<file path="src/rtl/acq_irq_pkg.sv">
// Package: shared constants and the unlock state type for the event/control register pair.
// Assumes a byte-wide bus; bit positions below are the ones software decodes.
package acq_irq_pkg;
    localparam int BYTE_W     = 8;
    localparam int N_EVT      = 3;          // conv, xtrig, xint (clear-bit order)
    localparam int EVT_CONV   = 0;
    localparam int EVT_XTRIG  = 1;
    localparam int EVT_XINT   = 2;
    localparam int EXT_KEY    = 4;          // bit that marks an unlock write
    localparam int EXT_LSB    = 5;          // extended field occupies [7:5]
    localparam int EXT_W      = BYTE_W - EXT_LSB;
    localparam logic [BYTE_W-1:0] KEY_BYTE = 8'h10;

    typedef enum logic [1:0] {
        UL_IDLE = 2'd0,
        UL_KEY  = 2'd1,
        UL_LOAD = 2'd2
    } unlock_t;
endpackage

</file>
<file path="src/rtl/acq_evt_latch.sv">
// Module: bank of sticky event latches with write-1-to-clear.
// Assumes set and clear are synchronous single-cycle strobes; set has priority.
module acq_evt_latch #(
    parameter int N = 3
) (
    input  logic         clk,
    input  logic         rst_n,
    input  logic [N-1:0] set_i,
    input  logic [N-1:0] clr_i,
    output logic [N-1:0] lat_o
);
    for (genvar g = 0; g < N; g++) begin : g_lat
        // Hold, clear or set one latch; a set in the clearing cycle wins.
        always_ff @(posedge clk) begin
            if (!rst_n)          lat_o[g] <= 1'b0;
            else if (set_i[g])   lat_o[g] <= 1'b1;
            else if (clr_i[g])   lat_o[g] <= 1'b0;
        end

        a_r5_set_wins: assert property (@(posedge clk) disable iff (!rst_n)
            set_i[g] |=> lat_o[g]);
        a_r4_clear: assert property (@(posedge clk) disable iff (!rst_n)
            (clr_i[g] && !set_i[g]) |=> !lat_o[g]);
        a_r3_sticky: assert property (@(posedge clk) disable iff (!rst_n)
            (lat_o[g] && !clr_i[g]) |=> lat_o[g]);
    end
endmodule

</file>
<file path="src/rtl/acq_ext_unlock.sv">
// Module: three-write unlock sequencer guarding the extended configuration latch.
// Assumes wr_i is high for exactly one cycle per bus write to the status address.
module acq_ext_unlock
    import acq_irq_pkg::*;
(
    input  logic              clk,
    input  logic              rst_n,
    input  logic              wr_i,
    input  logic [BYTE_W-1:0] wdata_i,
    output logic [EXT_W-1:0]  ext_o
);
    unlock_t st;
    logic    load_now;

    // A load happens only on a key-free write after the second step.
    assign load_now = wr_i && (st == UL_LOAD) && !wdata_i[EXT_KEY];

    // Advance the sequence on each status write; any stray write restarts it.
    always_ff @(posedge clk) begin
        if (!rst_n) begin
            st <= UL_IDLE;
        end else if (wr_i) begin
            unique case (st)
                UL_IDLE: st <= (wdata_i == KEY_BYTE) ? UL_KEY : UL_IDLE;
                UL_KEY:  st <= wdata_i[EXT_KEY] ? UL_LOAD : UL_IDLE;
                UL_LOAD: st <= (wdata_i == KEY_BYTE) ? UL_KEY : UL_IDLE;
                default: st <= UL_IDLE;
            endcase
        end
    end

    // Capture the extended field on the closing write of the sequence.
    always_ff @(posedge clk) begin
        if (!rst_n)        ext_o <= '0;
        else if (load_now) ext_o <= wdata_i[BYTE_W-1:EXT_LSB];
    end

    a_r7_ext_guarded: assert property (@(posedge clk) disable iff (!rst_n)
        !(wr_i && st == UL_LOAD && !wdata_i[EXT_KEY]) |=> $stable(ext_o));
    a_r6_ext_loads: assert property (@(posedge clk) disable iff (!rst_n)
        (wr_i && st == UL_LOAD && !wdata_i[EXT_KEY])
        |=> ext_o == $past(wdata_i[BYTE_W-1:EXT_LSB]));
endmodule

</file>
<file path="src/rtl/acq_line_map.sv">
// Module: decodes the 3-bit interrupt line code into the system line number.
// Assumes code 0 means no line; purely combinational.
module acq_line_map (
    input  logic [2:0] code_i,
    output logic [3:0] line_o
);
    // Remap the three codes that stand for high lines; others pass through.
    always_comb begin
        unique case (code_i)
            3'd4:    line_o = 4'd10;
            3'd1:    line_o = 4'd11;
            3'd6:    line_o = 4'd15;
            default: line_o = {1'b0, code_i};
        endcase
    end
endmodule

</file>
<file path="src/rtl/acq_irq_ctrl.sv">
// Module: status/control register pair with sticky events, unlockable extended
// latch and a qualified interrupt. Assumes one-cycle bus writes and event pulses.
module acq_irq_ctrl
    import acq_irq_pkg::*;
(
    input  logic              clk,
    input  logic              rst_n,
    input  logic              bus_addr,
    input  logic              bus_wr,
    input  logic [BYTE_W-1:0] bus_wdata,
    output logic [BYTE_W-1:0] bus_rdata,
    input  logic              fifo_nempty,
    input  logic              fifo_half,
    input  logic              fifo_full,
    input  logic              gate_in,
    input  logic              evt_conv,
    input  logic              evt_xtrig,
    input  logic              evt_xint,
    output logic              irq_out,
    output logic [1:0]        trig_src,
    output logic              burst_en,
    output logic [3:0]        irq_line,
    output logic              armed,
    output logic              post_mode,
    output logic              clk_fast_sel
);
    logic              wr_stat, wr_ctrl;
    logic [N_EVT-1:0]  evt_set, evt_clr, evt_lat;
    logic [EXT_W-1:0]  ext_q;
    logic [BYTE_W-1:0] ctrl_q, stat_byte;
    logic              xint_en, int_en;

    assign wr_stat = bus_wr && !bus_addr;
    assign wr_ctrl = bus_wr && bus_addr;

    assign evt_set[EVT_CONV]  = evt_conv;
    assign evt_set[EVT_XTRIG] = evt_xtrig;
    assign evt_set[EVT_XINT]  = evt_xint;
    assign evt_clr = wr_stat ? bus_wdata[N_EVT-1:0] : '0;

    acq_evt_latch #(.N(N_EVT)) u_evt (
        .clk   (clk),
        .rst_n (rst_n),
        .set_i (evt_set),
        .clr_i (evt_clr),
        .lat_o (evt_lat)
    );

    acq_ext_unlock u_unlock (
        .clk     (clk),
        .rst_n   (rst_n),
        .wr_i    (wr_stat),
        .wdata_i (bus_wdata),
        .ext_o   (ext_q)
    );

    // Load the control register on writes to address 1.
    always_ff @(posedge clk) begin
        if (!rst_n)       ctrl_q <= '0;
        else if (wr_ctrl) ctrl_q <= bus_wdata;
    end

    acq_line_map u_map (
        .code_i (ctrl_q[6:4]),
        .line_o (irq_line)
    );

    assign trig_src     = ctrl_q[1:0];
    assign burst_en     = ctrl_q[2];
    assign xint_en      = ctrl_q[3];
    assign int_en       = ctrl_q[7];
    assign armed        = ext_q[0];
    assign post_mode    = ext_q[1];
    assign clk_fast_sel = ext_q[2];

    // Assemble the status byte from live flags and latches.
    always_comb begin
        stat_byte = {clk_fast_sel, gate_in, evt_lat[EVT_XTRIG], evt_lat[EVT_CONV],
                     evt_lat[EVT_XINT], fifo_full, fifo_half, fifo_nempty};
    end

    assign bus_rdata = bus_addr ? ctrl_q : stat_byte;
    assign irq_out   = int_en && (evt_lat[EVT_CONV] || (xint_en && evt_lat[EVT_XINT]));

    a_r9_irq_needs_enable: assert property (@(posedge clk) disable iff (!rst_n)
        irq_out |-> (ctrl_q[7] && (evt_lat[EVT_CONV] || evt_lat[EVT_XINT])));
    a_r8_ctrl_hold: assert property (@(posedge clk) disable iff (!rst_n)
        !wr_ctrl |=> $stable(ctrl_q));
    a_r8_ctrl_load: assert property (@(posedge clk) disable iff (!rst_n)
        wr_ctrl |=> ctrl_q == $past(bus_wdata));
endmodule

</file>
<file path="config.mk">
export PLATFORM = sky130hd
export DESIGN_NAME = acq_irq_ctrl
export DESIGN_NICKNAME = d
export VERILOG_FILES = /design/src/rtl/acq_irq_pkg.sv /design/src/rtl/acq_evt_latch.sv /design/src/rtl/acq_ext_unlock.sv /design/src/rtl/acq_line_map.sv /design/src/rtl/acq_irq_ctrl.sv
export SDC_FILE = /design/constraint.sdc
export NUM_CORES = 1
export LEC_CHECK = 0
export ABC_AREA = 1
export BUFFER_PORTS_ARGS = -buffer_cell sky130_fd_sc_hd__buf_4
export CAP_MARGIN = 20
export CORE_UTILIZATION = 35
export CTS_BUF_LIST = sky130_fd_sc_hd__clkbuf_16
export DETAILED_ROUTE_END_ITERATION = 10
export SLEW_MARGIN = 20
export SYNTH_ARGS = -nofsm -noshare
export SYNTH_HDL_FRONTEND = slang
export SYNTH_SLANG_ARGS = --single-unit
</file>
<file path="constraint.sdc">
create_clock -name clk -period 2.5 [get_ports clk]
set_clock_uncertainty 0.05 [all_clocks]
set_input_delay 0.125 -clock clk [delete_from_list [all_inputs] [get_ports clk]]
set_output_delay 0.125 -clock clk [all_outputs]
set_load 0.02 [all_outputs]
</file>
==> metrics.md <==
| Metric | Value |
|---|---|
| DRT iter0 DRCs | `13` |
| Core area | `0.00221 mm²` |
| Clk_lat worst skew | `0.25 ns` |
| Top cells by area, synth | `dfxtp_1 (39%), nand2_1 (13%), a21oi_1 (8.0%)` |
| Sequential fraction of the synthesis area | `0.391` |
| Ant. Diodes | `0` |
| Period Utilization, post-route | `0.495` |
| Post-DP HPWL | `1460 µm` |
| First-pass GRT wire length | `2920 µm` |
| CP arrival | `1.06 ns` |
| Largest net degree at the start of global routing | `14` |
| DRC | `0` |
| Vias per Instance | `around 4.5` |
| Detailed Route WL | `1890 µm` |
| Worst min path class | `primary input to flop` |
| Share of cells above drive strength 1 | `0.295` |
| Fin area | `roughly 0.0012 mm²` |
| Critical-path maximum fanout | `5` |
| Initial Util | `0.370` |
| Nets | `~180` |
| Total chip power | `0.726 mW` |
| Post-CTS Resized | `0` |
| Chip Width | `50.4 µm` |
| Pwr dens | `624 mW/mm²` |
| Cells after synthesis | `about 120` |
| CP Data Required Time | `~2.3 ns` |
| Synth area leader | `dfxtp_1` |
| Leak pwr | `0.589 nW` |
| WL/cell | `10.3 µm` |
| Crit-path slowest cell | `dfxtp_1` |
| Buffer count from post-CTS setup fixing | `0` |
| Achievable frequency | `808 MHz` |
| CP Capture Type | `output port` |
| Clock sinks | `16` |
| Port buffer count | `37` |
| Most common cell in the netlist | `nand2_1` |
| Max-slew headroom | `0.849` |
| All-Layer GR Usage | `0.158` |
| R2R cell count | `5` |
| Yosys cell types | `20` |
| Post-synth EDFFs | `0` |
| Cts bufs inserted | `3` |
| Ys async rst share | `0` |
| Rows | `17` |
| Setup violators final | `0` |
| DR vias | `829` |
| RSZ-0062 raised after global routing | `false` |
| Clock slew at reported path FFs | `~0.050 ns` |
| Max Slew Vio Count | `0` |
| Hold_buf cts | `0` |
| Clock root cell | `clkbuf_16` |
| Worst hold path stage count | `3` |
| Post-synth top cells | `nand2_1 (28), dfxtp_1 (16), inv_1 (15), nor2_1 (15), a21oi_1 (13)` |
| Startpoint types | `flop` |
| I/O pins | `38` |
| Worst hold margin | `0.0699 ns` |
| Routability cong. | `about 0.77` |
| Die height | `approximately 50 µm` |
| Setup WS pre-CTS | `1.52 ns` |
| Maximum VDD drop | `0.390 mV` |
| CTS tree | `yes` |
| Post-route ant nets | `0` |
| Global route overflow | `0` |
| Fin. Hold Viols | `0` |
| Max Root-Sink Buffers | `2` |
| Fin worst setup slack | `around 1.3 ns` |
| Vias in the first global route | `706` |
| Mapped Area | `between 800 and 900 µm²` |
| Syn_nets | `140` |
| Syn Area/Cell | `6.76 µm²` |
| TNS Setup | `0 ns` |
| Top_reg_cell synth | `dfxtp_1` |
| Crit path kind | `flop to output port` |
| CP max stage delay | `0.40 ns` |
| Worst-Margin Slew | `0.225 ns` |
| Placed cell area | `between 0.001 and 0.0015 mm²` |
| Status | `completed` |
| # Max-Cap Violations | `0` |
| DRT Pass-1 Iters | `4` |
| Initial antenna violation count | `0` |
| #FFs+latches synth | `16` |
| Yosys top cell area share | `0.391` |
| CTS H-tree depth | `1` |
| Sequence of cells on the critical path | `xnor2_1 > a21oi_1 > buf_4` |
| Area grow syn2layout | `42.0%` |
| Min cycle time layout | `1.24 ns` |
| Yosys warns | `0` |
| Die area | `0.00254 mm²` |
[metal layers]
metal  up-vias  routed length (µm)  track usage  share of wire
met5         -                   0            0              0
met4         0                  56        0.125          0.030
met3         5                  91       0.0273          0.048
met2        20                 858        0.231           0.45
met1       355                 880        0.201           0.47
li1        449                   -            -              -
[final cells by class]
| class | count | area (µm²) |
|---|---|---|
| clock buffer | 3 | 75.1 |
| sequential | 16 | 320 |
| multi-input combinational | 82 | 382 |
| fill | 234 | 1050 |
| inverter | 17 | 68.8 |
| timing repair buffer | 37 | 278 |
| clock inverter | 1 | 3.75 |
| tap | 28 | 35.0 |
[through the flow]
step           cells   util
5_1_grt          184  0.525
2_1_floorplan    121      -
6_report         184  0.525
3_5_place_dp     180  0.490
3_3_place_gp     180  0.490
4_1_cts          184  0.525
[registers in the layout, summed over array words and instances (netlist names)]
| register | flops |
|---|---|
| ctrl_q | 8 |
| u_evt.lat_o | 3 |
| u_unlock.ext_o | 3 |
| u_unlock.st | 2 |
[layout by cell type, fill, tap and decap left out]
cell,netlist,layout
a21boi_0,1,1
a21oi_1,13,13
and2_4,1,1
buf_4,2,37
clkbuf_16,0,3
clkinv_1,0,1
dfxtp_1,16,16
inv_1,15,15
inv_2,1,1
inv_6,1,1
nand2_1,28,28
nand2_2,1,1
nand2_4,1,1
nand3_1,4,4
nand4_1,1,1
nor2_1,15,15
nor2_4,1,1
o21ai_0,11,11
o21ai_1,4,4
xnor2_1,1,1
[cell families (layout without fill, tap and decap cells)]
group / count (synthesis) / in the layout / synth area share
XOR/XNOR: 1 / 1 / 0.0107
flip-flops: 16 / 16 / 0.391
buffers and inverters: 23 / 58 / 0.142
AO/OA/AOI/OAI: 29 / 29 / 0.180
AND/OR/NAND/NOR: 52 / 52 / 0.275
[path summary, 6_finish.rpt]
kind | start | to | slack, ns
max | ctrl_q[4]$_SDFFE_PN0P_ | irq_line[3] | 1.26
min | evt_conv | u_evt.lat_o[0]$_SDFFE_PN0P_ | 0.07
min reg2reg | u_unlock.ext_o[1]$_SDFFE_PN0P_ | u_unlock.ext_o[1]$_SDFFE_PN0P_ | 0.42
max reg2reg | u_unlock.st[1]$_SDFFE_PN0N_ | u_unlock.ext_o[0]$_SDFFE_PN0P_ | 1.54
[report_power, final]
group | switching [mW] | total, mW | internal (mW)
Clock | 0.101 | 0.313 | 0.212
Combinational | 0.0750 | 0.136 | 0.0606
Sequential | 0.00948 | 0.277 | 0.268
[worst max-delay path: cells and delay by family, from the launching register on]
| family | cells | cell delay [ns] |
|---|---|---|
| flops | 1 | 0.40 |
| buf+inv | 1 | 0.16 |
| compound gates | 1 | 0.14 |
| xor+xnor | 1 | 0.11 |
No activity file was read; power rests on OpenSTA's default activity.
